`src/rtl/pgc_pkg.sv`:
```
package pgc_pkg;
  typedef enum logic [3:0] {
    ST_ON     = 4'd0,
    ST_D_CLK  = 4'd1,
    ST_D_ISO  = 4'd2,
    ST_D_RST  = 4'd3,
    ST_D_PWR  = 4'd4,
    ST_OFF    = 4'd5,
    ST_U_TRK  = 4'd6,
    ST_U_MAIN = 4'd7,
    ST_U_RST  = 4'd8,
    ST_U_ISO  = 4'd9
  } pg_state_e;
endpackage

```
`src/rtl/pgc_wait_timer.sv`:
```
module pgc_wait_timer #(
  parameter int CW = 8
) (
  input  logic          clk,
  input  logic          rst,
  input  logic          load,
  input  logic [CW-1:0] load_val,
  output logic          done
);
  logic [CW-1:0] cnt;

  always_ff @(posedge clk) begin
    if (rst)              cnt <= '0;
    else if (load)        cnt <= load_val;
    else if (cnt != '0)   cnt <= cnt - CW'(1);
  end

  assign done = (cnt == '0);

  AST_TMR_COUNTS_DOWN: assert property (@(posedge clk) disable iff (rst)
    (!load && cnt != '0) |=> (cnt == $past(cnt) - CW'(1)));
endmodule

```
`src/rtl/pgc_stagger.sv`:
```
module pgc_stagger #(
  parameter int N_MAIN = 4
) (
  input  logic              clk,
  input  logic              rst,
  input  logic              clear,
  input  logic              step,
  output logic [N_MAIN-1:0] sw_off,
  output logic              all_on
);
  logic [N_MAIN-1:0] sw_on;

  generate
    if (N_MAIN == 1) begin : g_single
      always_ff @(posedge clk) begin
        if (rst)        sw_on <= 1'b1;
        else if (clear) sw_on <= 1'b0;
        else if (step)  sw_on <= 1'b1;
      end
    end else begin : g_chain
      always_ff @(posedge clk) begin
        if (rst)        sw_on <= '1;
        else if (clear) sw_on <= '0;
        else if (step)  sw_on <= {sw_on[N_MAIN-2:0], 1'b1};
      end
    end
  endgenerate

  assign sw_off = ~sw_on;
  assign all_on = &sw_on;

  AST_ONE_SWITCH_PER_EDGE: assert property (@(posedge clk) disable iff (rst)
    !clear |=> ($countones(sw_off ^ $past(sw_off)) <= 1));
  AST_CLOSE_ONLY_ON_STEP: assert property (@(posedge clk) disable iff (rst)
    (!step && !clear) |=> $stable(sw_off));
endmodule

```
`src/rtl/pgate_seq.sv`:
```
module pgate_seq
  import pgc_pkg::*;
#(
  parameter int N_MAIN = 4,
  parameter int CW     = 8
) (
  input  logic              clk,
  input  logic              rst,
  input  logic              sleep_req,
  input  logic              wake_req,
  input  logic [CW-1:0]     t_clk_stop,
  input  logic [CW-1:0]     t_iso_set,
  input  logic [CW-1:0]     t_trickle,
  input  logic [CW-1:0]     t_gap,
  input  logic [CW-1:0]     t_rst_rel,
  output logic              dom_clk_en,
  output logic              iso_hi,
  output logic              iso_lo_n,
  output logic              dom_rst_n,
  output logic              trickle_off,
  output logic [N_MAIN-1:0] main_off,
  output logic              asleep,
  output logic              busy
);
  pg_state_e     st, st_n;
  logic          pend;
  logic          tmr_load, tmr_done;
  logic [CW-1:0] tmr_val;
  logic          sw_clear, sw_step, sw_all_on;

  pgc_wait_timer #(.CW(CW)) u_tmr (
    .clk(clk), .rst(rst), .load(tmr_load), .load_val(tmr_val), .done(tmr_done)
  );

  pgc_stagger #(.N_MAIN(N_MAIN)) u_stag (
    .clk(clk), .rst(rst), .clear(sw_clear), .step(sw_step),
    .sw_off(main_off), .all_on(sw_all_on)
  );

  always_comb begin
    st_n     = st;
    tmr_load = 1'b0;
    tmr_val  = '0;
    sw_clear = 1'b0;
    sw_step  = 1'b0;
    case (st)
      ST_ON:     if (sleep_req || pend) begin
                   st_n = ST_D_CLK; tmr_load = 1'b1; tmr_val = t_clk_stop;
                 end
      ST_D_CLK:  if (tmr_done) begin
                   st_n = ST_D_ISO; tmr_load = 1'b1; tmr_val = t_iso_set;
                 end
      ST_D_ISO:  if (tmr_done) begin
                   st_n = ST_D_RST; tmr_load = 1'b1;
                 end
      ST_D_RST:  if (tmr_done) begin
                   st_n = ST_D_PWR; tmr_load = 1'b1; sw_clear = 1'b1;
                 end
      ST_D_PWR:  if (tmr_done) st_n = ST_OFF;
      ST_OFF:    if (wake_req || pend) begin
                   st_n = ST_U_TRK; tmr_load = 1'b1; tmr_val = t_trickle;
                 end
      ST_U_TRK:  if (tmr_done) begin
                   st_n = ST_U_MAIN; tmr_load = 1'b1; tmr_val = t_gap; sw_step = 1'b1;
                 end
      ST_U_MAIN: if (tmr_done) begin
                   tmr_load = 1'b1;
                   if (!sw_all_on) begin
                     sw_step = 1'b1; tmr_val = t_gap;
                   end else begin
                     st_n = ST_U_RST; tmr_val = t_rst_rel;
                   end
                 end
      ST_U_RST:  if (tmr_done) begin
                   st_n = ST_U_ISO; tmr_load = 1'b1;
                 end
      ST_U_ISO:  if (tmr_done) st_n = ST_ON;
      default:   st_n = ST_ON;
    endcase
  end

  always_ff @(posedge clk) begin
    if (rst) begin
      st   <= ST_ON;
      pend <= 1'b0;
    end else begin
      st <= st_n;
      case (st)
        ST_ON, ST_OFF:                         pend <= 1'b0;
        ST_D_CLK, ST_D_ISO, ST_D_RST, ST_D_PWR: if (wake_req)  pend <= 1'b1;
        default:                               if (sleep_req) pend <= 1'b1;
      endcase
    end
  end

  // Outputs are registered from the next state, so they change with it.
  always_ff @(posedge clk) begin
    if (rst) begin
      dom_clk_en  <= 1'b1;
      iso_hi      <= 1'b0;
      iso_lo_n    <= 1'b1;
      dom_rst_n   <= 1'b1;
      trickle_off <= 1'b0;
      asleep      <= 1'b0;
      busy        <= 1'b0;
    end else begin
      dom_clk_en  <= (st_n == ST_ON);
      iso_hi      <= !(st_n inside {ST_ON, ST_D_CLK, ST_U_ISO});
      iso_lo_n    <=  (st_n inside {ST_ON, ST_D_CLK, ST_U_ISO});
      dom_rst_n   <= !(st_n inside {ST_D_RST, ST_D_PWR, ST_OFF, ST_U_TRK, ST_U_MAIN});
      trickle_off <=  (st_n inside {ST_D_PWR, ST_OFF});
      asleep      <=  (st_n inside {ST_OFF, ST_U_TRK, ST_U_MAIN, ST_U_RST, ST_U_ISO});
      busy        <= !(st_n inside {ST_ON, ST_OFF});
    end
  end

  AST_ISO_PAIR_COMPLEMENT: assert property (@(posedge clk) disable iff (rst)
    iso_lo_n == !iso_hi);
  AST_CLK_ONLY_WHEN_POWERED: assert property (@(posedge clk) disable iff (rst)
    dom_clk_en |-> (main_off == '0 && !trickle_off && dom_rst_n && !iso_hi));
  AST_OFF_AFTER_ISO_AND_RST: assert property (@(posedge clk) disable iff (rst)
    $rose(trickle_off) |-> ($past(iso_hi) && !$past(dom_rst_n)));
  AST_ASLEEP_MEANS_OPEN: assert property (@(posedge clk) disable iff (rst)
    (asleep && !busy) |-> (trickle_off && (&main_off)));
  AST_IDLE_IS_SETTLED: assert property (@(posedge clk) disable iff (rst)
    !busy |-> (dom_clk_en != asleep));
  AST_TRICKLE_LEADS_MAIN: assert property (@(posedge clk) disable iff (rst)
    ($fell(main_off[0]) && busy) |-> $past(!trickle_off));
endmodule

```
`config.mk`:
```
export PLATFORM = sky130hd
export DESIGN_NAME = pgate_seq
export DESIGN_NICKNAME = d
export VERILOG_FILES = /design/src/rtl/pgc_pkg.sv /design/src/rtl/pgc_wait_timer.sv /design/src/rtl/pgc_stagger.sv /design/src/rtl/pgate_seq.sv
export SDC_FILE = /design/constraint.sdc
export NUM_CORES = 1
export LEC_CHECK = 0
export BUFFER_PORTS_ARGS = -buffer_cell sky130_fd_sc_hd__buf_4
export CAP_MARGIN = 20
export CORE_MARGIN = 3
export CORE_UTILIZATION = 45
export CTS_BUF_LIST = sky130_fd_sc_hd__clkbuf_16
export DETAILED_ROUTE_END_ITERATION = 12
export PLACE_DENSITY_LB_ADDON = 0.15
export SLEW_MARGIN = 10
export SYNTH_ARGS = -nofsm -noshare
export SYNTH_HDL_FRONTEND = slang
export SYNTH_SLANG_ARGS = --single-unit
```
`constraint.sdc`:
```
create_clock -name clk -period 2.7 [get_ports clk]
set_clock_uncertainty 0.15 [all_clocks]
set_input_delay 0.135 -clock clk [delete_from_list [all_inputs] [get_ports clk]]
set_output_delay 0.135 -clock clk [all_outputs]
set_load 0.05 [all_outputs]
```
==> impl_metrics.toml, run 1 <==
[clock_tree]
clk_pin_slew_ns = 0.06
cts_resized = 0
cts_buffers = 3
clockBufferDepth = 2
cts_sinks = 24
cts_setup_buffers = 0
clock-root-buffer = "clkbuf_16"
cts_tree = "built"
h-tree-depth = 1
insertion_delay_ns = 0.25

[place]
dp_worst_setup_slack_ns = 0.335
io_buffers = 54
place_congestion = 0.876
postPlaceCellArea_mm2 = 0.00205
dpl.hpwl_mm = 3.58

[finish]
synthToLayoutAreaGrowth_pct = 34.7
antenna_cells = 0
drive_gt1_share_pct = 34.6
design_area_mm2 = 0.00216
layout.nets = 284

[timing]
setup_slack_ns = 0.264
finalCritPeriodShare_pct = 90.2
timing.final.crit_period_ns = 2.44
hold_violations = 0
setup_tns_ns = 0
relSlewSlack_pct = 60.2
tightest_slew_ns = 0.595
slew_violations = 0
setup-violations-final = 0
max_freq_ghz = 0.410
rsz0062_at_grt = "false"

[setup_path]
crit_arrival_ns = 2.45
cp-end-kind = "flip-flop"
start_kind = "flip-flop"
critPathRequiredTime_ns = 2.72
r2r_cells = 7
critical_path_class = "reg2reg"
path_max_fanout = 9

[synth]
synthMuxAreaShare_pct = 4.76
synth_compound_area_share_pct = 26.4
yosysSeqAreaShare_pct = 30.0
synth-main-ff-cell = "dfxtp_1"
synth-xor-area-share_pct = 5.46
synth_seq_cells = 24
postSynthCellCount = 182
synth_edf_count = 0
async_flop_share_pct = 0
synth_top_area_cell = "dfxtp_1"
synth_area_leaders = "dfxtp_1 30%, mux2_2 3.5%, nand2_1 3.5%"
synth_top_family_by_area = "compound AO/OA/AOI/OAI gates"
synth_cell_types = 58
synthAdderAreaFrac_pct = 1.56
postSynthAreaPerCell_um2 = 8.81
syn_area_mm2 = 0.00160
syn_nets = 228
synth_top_area_share_pct = 30.0
synthMostInstantiatedCell = "dfxtp_1"
synth.top_cells.by_count = "24 x dfxtp_1, 15 x nand2_1, 14 x nor2_1"
synthSimpleGateAreaFrac_pct = 25.8
yosys_warnings = 0

[outcome]
outcome = "finished clean"

[drt]
wire_per_inst_um = 16.7
ant_nets = 0
drt_first_iter_violations = 129
drc = 0
vias = 1662
via_per_inst = 5.87
wirelength_mm = 4.72
first_pass_iters = 5

[min_path]
hold_depth = 3
hp-class = "in2reg"

[grt]
grt_max_degree = 15
grt_pass1_vias = 1633
grt_overflow = 0
antenna_found_initial = 0
grt_pass1_wl_mm = 7.63
grt_usage_pct = 22.5

[pwr]
leakage_nw = 0.927
power_density_mw_per_mm2 = 983
worst_ir_drop_vdd_mv = 0.408

[floorplanning]
die_y_um = 65.7
die_w_um = 65.7
die_area_mm2 = 0.00432
num_rows = 21
io_pins = 55
initial_core_util_pct = 47.3
coreArea_mm2 = 0.00339

[flow_run]
cap_violations = 0
==> cell families after synthesis <==
group,after synthesis
buffers and inverters,19
DFF,24
muxes,7
adders and majority gates,2
xor gates and xnor gates,10
and+or+nand+nor,66
AOI/OAI and AO/OA,54
==> cell usage in the layout (no fill, tap or decap), drive strengths merged, types with 5 or more instances in the layout <==
cell     n
inv      9
xor2     5
a21oi    6
o21ai    7
nand3    5
xnor2    5
a31oi    8
buf     59
a22o     5
nor2    15
a221oi   5
nand2   16
dfxtp   24
mux2     5
==> path summary, 6_finish.rpt <==
check / startpoint / end / slack, ns
max: u_tmr.cnt[1] / u_tmr.cnt[1] / 0.26
min: t_rst_rel[6] / u_tmr.cnt[6] / 0.01
max reg2reg: u_tmr.cnt[1] / u_tmr.cnt[1] / 0.26
min reg2reg: pend / pend / 0.36
==> worst max-delay path, cell delays in order (launching register included) <==
cell	delay, ns
dfxtp_1	0.33
inv_1	0.13
ha_1	0.22
nor4bb_1	0.39
nand2_2	0.23
nor4_4	0.43
a221oi_1	0.20
a221oi_2	0.27
==> registers in the layout, summed over array words and instances (netlist names) <==
register,count
iso_hi,1
pend,1
trickle_off,1
u_stag.sw_on,4
dom_rst_n,1
u_tmr.cnt,8
dom_clk_en,1
asleep,1
iso_lo_n,1
busy,1
st,4
==> area by class of cell <==
cell class	instances	area, um^2
Fill cell	285	1230
Multi-Input combinational cell	139	1030
Sequential cell	24	480
Timing Repair Buffer	60	453
Clock buffer	3	75.1
Tap cell	46	57.6
Inverter	10	37.5
Clock inverter	1	30.0
==> metal layers <==
| layer | wire, um | up-vias | GRT usage (%) |
|---|---|---|---|
| met1 | 2140 | 785 | 30.9 |
| met2 | 2270 | 67 | 36.5 |
| met4 | 21 | 0 | 5.70 |
| li1 | - | 808 | - |
| met5 | 0 | - | 0 |
| met3 | 288 | 2 | 3.42 |
==> timing repair <==
item                                    4_1_cts  5_1_grt
hold endpoints to repair                      1        0
endpoints found under the setup margin        0        0
hold buffers                                  1        0
==> power by group <==
group	total, mW	internal [mW]	switching [mW]	leakage [nW]
sequential	0.542	0.451	0.0910	0.197
combinational	1.16	0.497	0.664	0.679
clock	0.421	0.294	0.127	0.0511
==> through the flow <==
stage / hold WS [ns] / util (%) / power [mW] / std cells
2_1_floorplan: 0.126 / - / 1.42 / 182
5_1_grt: 0.0130 / 63.8 / 2.27 / 283
3_3_place_gp: 0.266 / 60.4 / 1.67 / 278
6_report: 0.0121 / 63.8 / 2.12 / 283
3_5_place_dp: 0.257 / 60.4 / 1.69 / 278
4_1_cts: 0.0118 / 63.8 / 2.12 / 283
Power figures use the tool's default switching activity.
==> run 2, diff against run 1 <==
--- a/config.mk
+++ b/config.mk
@@ -11,7 +11,7 @@
 export CORE_UTILIZATION = 45
 export CTS_BUF_LIST = sky130_fd_sc_hd__clkbuf_16
 export DETAILED_ROUTE_END_ITERATION = 12
-export PLACE_DENSITY_LB_ADDON = 0.15
+export PLACE_DENSITY = 0.81
 export SLEW_MARGIN = 10
 export SYNTH_ARGS = -nofsm -noshare
 export SYNTH_HDL_FRONTEND = slang
==> impl_metrics.toml, run 2 (synthesized netlist as in run 1, its figures left out) <==
[finish]
synthToLayoutAreaGrowth_pct = 35.8
final_core_util_pct = 64.3
regMostFlops = "u_tmr.cnt"
drive_gt1_share_pct = 34.7
final_common_cell = "buf_4"
n_fill_cell = 287
layout.nets = 286
top_regs = "u_tmr.cnt x8, st x4, u_stag.sw_on x4"
fin_cells = 285
largest_register_ffs = 8
seq_area_um2 = 480
design_area_mm2 = 0.00218
multi_input_area_mm2 = 0.00103
antenna_cells = 0
final_cell_mix = "60 x buf_4, 24 x dfxtp_1, 15 x nand2_1, 14 x nor2_1, 9 x inv_1"

[timing]
finalCritPeriodShare_pct = 92.6
setup_tns_ns = 0
setup_slack_ns = 0.199
tightest_slew_ns = 0.624
rsz0062_at_grt = "false"
slew_violations = 0
hold_violations = 0
whs_ns = 0.00527
relSlewSlack_pct = 58.3
max_freq_ghz = 0.400
timing.final.crit_period_ns = 2.50
setup-violations-final = 0

[setup_path]
slowest_delay_ns = 0.72
crit_arrival_ns = 2.51
cp-end-kind = "flip-flop"
critPathRequiredTime_ns = 2.71
r2r_cells = 5
critPathTopFamily = "compound AO/OA/AOI/OAI gates"
worst-path-buf-inv = 0
critical_path_class = "reg2reg"
cp_cell_sequence = "or3b_1 -> o22a_1 -> nor4b_4 -> a211oi_1 -> a221oi_1"
start_kind = "flip-flop"
crit_slowest_cell = "dfxtp_1"
worst-path-stages = 5
path_max_fanout = 16

[drt]
ant_nets = 0
wire_per_inst_um = 16.9
drt_first_iter_violations = 149
first_pass_iters = 5
vias = 1695
via_per_inst = 5.95
wirelength_mm = 4.81
drc = 0

[place]
place_congestion = 0.814
io_buffers = 54
dpl.hpwl_mm = 3.53
placed_cells = 279
postPlaceCellArea_mm2 = 0.00205
dp_worst_setup_slack_ns = 0.367

[clock_tree]
cts_buffers = 3
clockBufferDepth = 2
cts_sinks = 24
clk_pin_slew_ns = 0.06
insertion_delay_ns = 0.26
cts_tree = "built"
clock-root-buffer = "clkbuf_16"
h-tree-depth = 1
cts_resized = 0

[grt]
grt_pass1_wl_mm = 7.77
antenna_found_initial = 0
grt_max_degree = 17
grt_usage_pct = 23.1
grt_overflow = 0
grt_pass1_vias = 1608

[pwr]
worst_ir_drop_vdd_mv = 0.363
power_density_mw_per_mm2 = 988
finalPower_mw = 2.15
leakage_nw = 0.936

[floorplanning]
initial_core_util_pct = 47.3
die_w_um = 65.7
num_rows = 21
io_pins = 55
die_y_um = 65.7
coreArea_mm2 = 0.00339
die_area_mm2 = 0.00432

[min_path]
hp-class = "in2reg"
hold_depth = 3

[outcome]
outcome = "finished clean"

[flow_run]
cap_violations = 0
[run 2: changes by cell type in the layout (fill, tap and decap cells not counted)]
cell           previous run  this run
buf_4                    59        60
dlygate4sd3_1             1         2
[run 2: area by class of cell]
class | instances | area share (%)
Clock buffer | 3 | 3.45
Multi-Input combinational cell | 139 | 47.2
Sequential cell | 24 | 22.1
Timing Repair Buffer | 62 | 21.6
Clock inverter | 1 | 1.38
Tap cell | 46 | 2.64
Inverter | 10 | 1.72
[run 2: path summary, 6_finish.rpt]
| kind | startpoint | end | slack [ns] |
|---|---|---|---|
| min | t_rst_rel[6] | u_tmr.cnt[6] | 0.005 |
| min reg2reg | u_stag.sw_on[0] | u_stag.sw_on[0] | 0.36 |
| max | st[1] | u_tmr.cnt[0] | 0.20 |
| max reg2reg | st[1] | u_tmr.cnt[0] | 0.20 |
[run 2: what timing repair did]
item / in CTS / in global routing
buffers inserted: 0 / 0
endpoints found under the hold margin: 2 / 0
hold buffers: 2 / 0
[run 2: routing by layer]
metal  GRT usage [%]  vias to the layer above  wire length (um)
met3            2.74                        6               329
met2            36.8                       66              2390
met4            8.81                        0                63
met5               0                        -                 0
met1            31.6                      816              2030
li1                -                      807                 -
[run 2: report_power, final]
part	internal, mW	switching (mW)	total, mW
Sequential	0.451	0.105	0.557
Clock	0.295	0.130	0.424
Combinational	0.501	0.671	1.17
[run 2: worst min-delay path: cells and delay by family]
| kind | cells | cell delay [ns] |
|---|---|---|
| compound gates | 2 | 0.16 |
| buf+inv | 1 | 0.08 |
==> run 3, diff against run 2 <==
--- a/config.mk
+++ b/config.mk
@@ -12,6 +12,7 @@
 export CTS_BUF_LIST = sky130_fd_sc_hd__clkbuf_16
 export DETAILED_ROUTE_END_ITERATION = 12
 export PLACE_DENSITY = 0.81
+export RECOVER_POWER = 100
 export SLEW_MARGIN = 10
 export SYNTH_ARGS = -nofsm -noshare
 export SYNTH_HDL_FRONTEND = slang
==> impl_metrics.toml, run 3 (synthesized netlist as in run 1, its figures left out) <==
[grt]
grt_overflow = 0
antenna_found_initial = 0
grt_usage_pct = 23.1
grt_max_degree = 17
grt_pass1_vias = 1608
grt_pass1_wl_mm = 7.77
grtUsageMet2_pct = 36.8
met3_usage_pct = 2.74
grt_busiest_layer = "met2"
met1_usage_pct = 31.6

[timing]
finalCritPeriodShare_pct = 92.4
whs_ns = 0.00585
rsz0062_at_grt = "false"
slew_violations = 0
max_freq_ghz = 0.401
tightest_slew_ns = 0.621
relSlewSlack_pct = 58.6
hold_violations = 0
setup_tns_ns = 0
setup-violations-final = 0
timing.final.crit_period_ns = 2.49

[setup_path]
slowest_delay_ns = 0.72
path_max_fanout = 16
crit_slowest_cell = "dfxtp_1"
critical_path_class = "reg2reg"
critPathTopFamily = "compound AO/OA/AOI/OAI gates"
cp_cell_sequence = "or3b_1 -> o22a_1 -> nor4b_4 -> a211oi_1 -> a221oi_1"
rr_startpoint = "st[1]"
cp-end-kind = "flip-flop"
crit_arrival_ns = 2.50
worst-path-buf-inv = 0
critPathLaunch = "st[1]"
start_kind = "flip-flop"
critPathRequiredTime_ns = 2.71

[pwr]
power_density_mw_per_mm2 = 996
leakage_nw = 0.887
worst_ir_drop_vdd_mv = 0.361

[flow_run]
cap_violations = 0

[floorplanning]
num_rows = 21
io_pins = 55
die_w_um = 65.7
die_area_mm2 = 0.00432
initial_core_util_pct = 47.3
coreArea_mm2 = 0.00339
die_y_um = 65.7

[clock_tree]
cts_resized = 0
h-tree-depth = 1
cts_tree = "built"
cts_setup_buffers = 0
clock-root-buffer = "clkbuf_16"
cts_sinks = 24
cts.hold.buffers_added = 2
clockBufferDepth = 2
clk_pin_slew_ns = 0.06
cts_buffers = 3
insertion_delay_ns = 0.25

[finish]
final_common_cell = "buf_4"
fin_cells = 285
largest_register_ffs = 8
synthToLayoutAreaGrowth_pct = 32.8
layout.nets = 286
final_core_util_pct = 62.9
top_regs = "u_tmr.cnt x8, st x4, u_stag.sw_on x4"
antenna_cells = 0
regMostFlops = "u_tmr.cnt"
n_fill_cell = 299
drive_gt1_share_pct = 29.3
final_cell_mix = "48 x buf_4, 24 x dfxtp_1, 16 x nand2_1, 14 x nor2_1, 12 x clkbuf_1"

[drt]
drc = 0
ant_nets = 0
wire_per_inst_um = 16.9
via_per_inst = 6.02
wirelength_mm = 4.81
first_pass_iters = 6
vias = 1716
drt_first_iter_violations = 167

[place]
place_congestion = 0.814
placed_cells = 279
io_buffers = 54
dpl.hpwl_mm = 3.53

[min_path]
min-delay-start = "t_rst_rel[6]"
hp-class = "in2reg"

[outcome]
outcome = "finished clean"
[run 3: per-layer routing]
layer | up-vias | share of wire [%]
met5 | - | 0
met1 | 822 | 42
met3 | 6 | 7.0
li1 | 806 | -
met2 | 82 | 50
met4 | 0 | 1.3
[run 3: path summary, 6_finish.rpt]
| check | slack, ns | depth (start not counted) | to |
|---|---|---|---|
| worst min-delay path | 0.006 | 3 | u_tmr.cnt[6] |
| worst min register to register | 0.36 | 2 | u_stag.sw_on[0] |
| worst max register to register | 0.21 | 5 | u_tmr.cnt[0] |
| worst max-delay path | 0.21 | 5 | u_tmr.cnt[0] |
[run 3: through the flow]
step | power [mW] | cell area (um^2) | worst slack, ns
after detailed placement | 1.70 | 2050 | 0.367
after CTS | 2.14 | 2180 | 0.259
final | 2.12 | 2130 | 0.206
after global routing | 2.26 | 2130 | 0.0649
after floorplan | 1.42 | 1600 | 0.671
after global placement | 1.68 | 2050 | 0.368
[run 3: cell type report]
| cell class | instances | area [um^2] | area share [%] |
|---|---|---|---|
| Clock buffer | 3 | 75.1 | 3.52 |
| Clock inverter | 1 | 30.0 | 1.41 |
| Tap cell | 46 | 57.6 | 2.70 |
| Sequential cell | 24 | 480 | 22.5 |
| Inverter | 10 | 37.5 | 1.76 |
| Timing Repair Buffer | 62 | 425 | 20.0 |
| Multi-Input combinational cell | 139 | 1020 | 48.1 |
[run 3: power by group]
| group | internal, mW | switching [mW] |
|---|---|---|
| logic | 0.476 | 0.669 |
| clock network | 0.295 | 0.128 |
| registers | 0.451 | 0.104 |
| total | 1.22 | 0.901 |
[run 3: worst reg2reg max path, cell delays in order (launching register included)]
cell and delay (ns):
dfxtp_1 0.72, or3b_1 0.25, o22a_1 0.39, nor4b_4 0.45
a211oi_1 0.15, a221oi_1 0.29
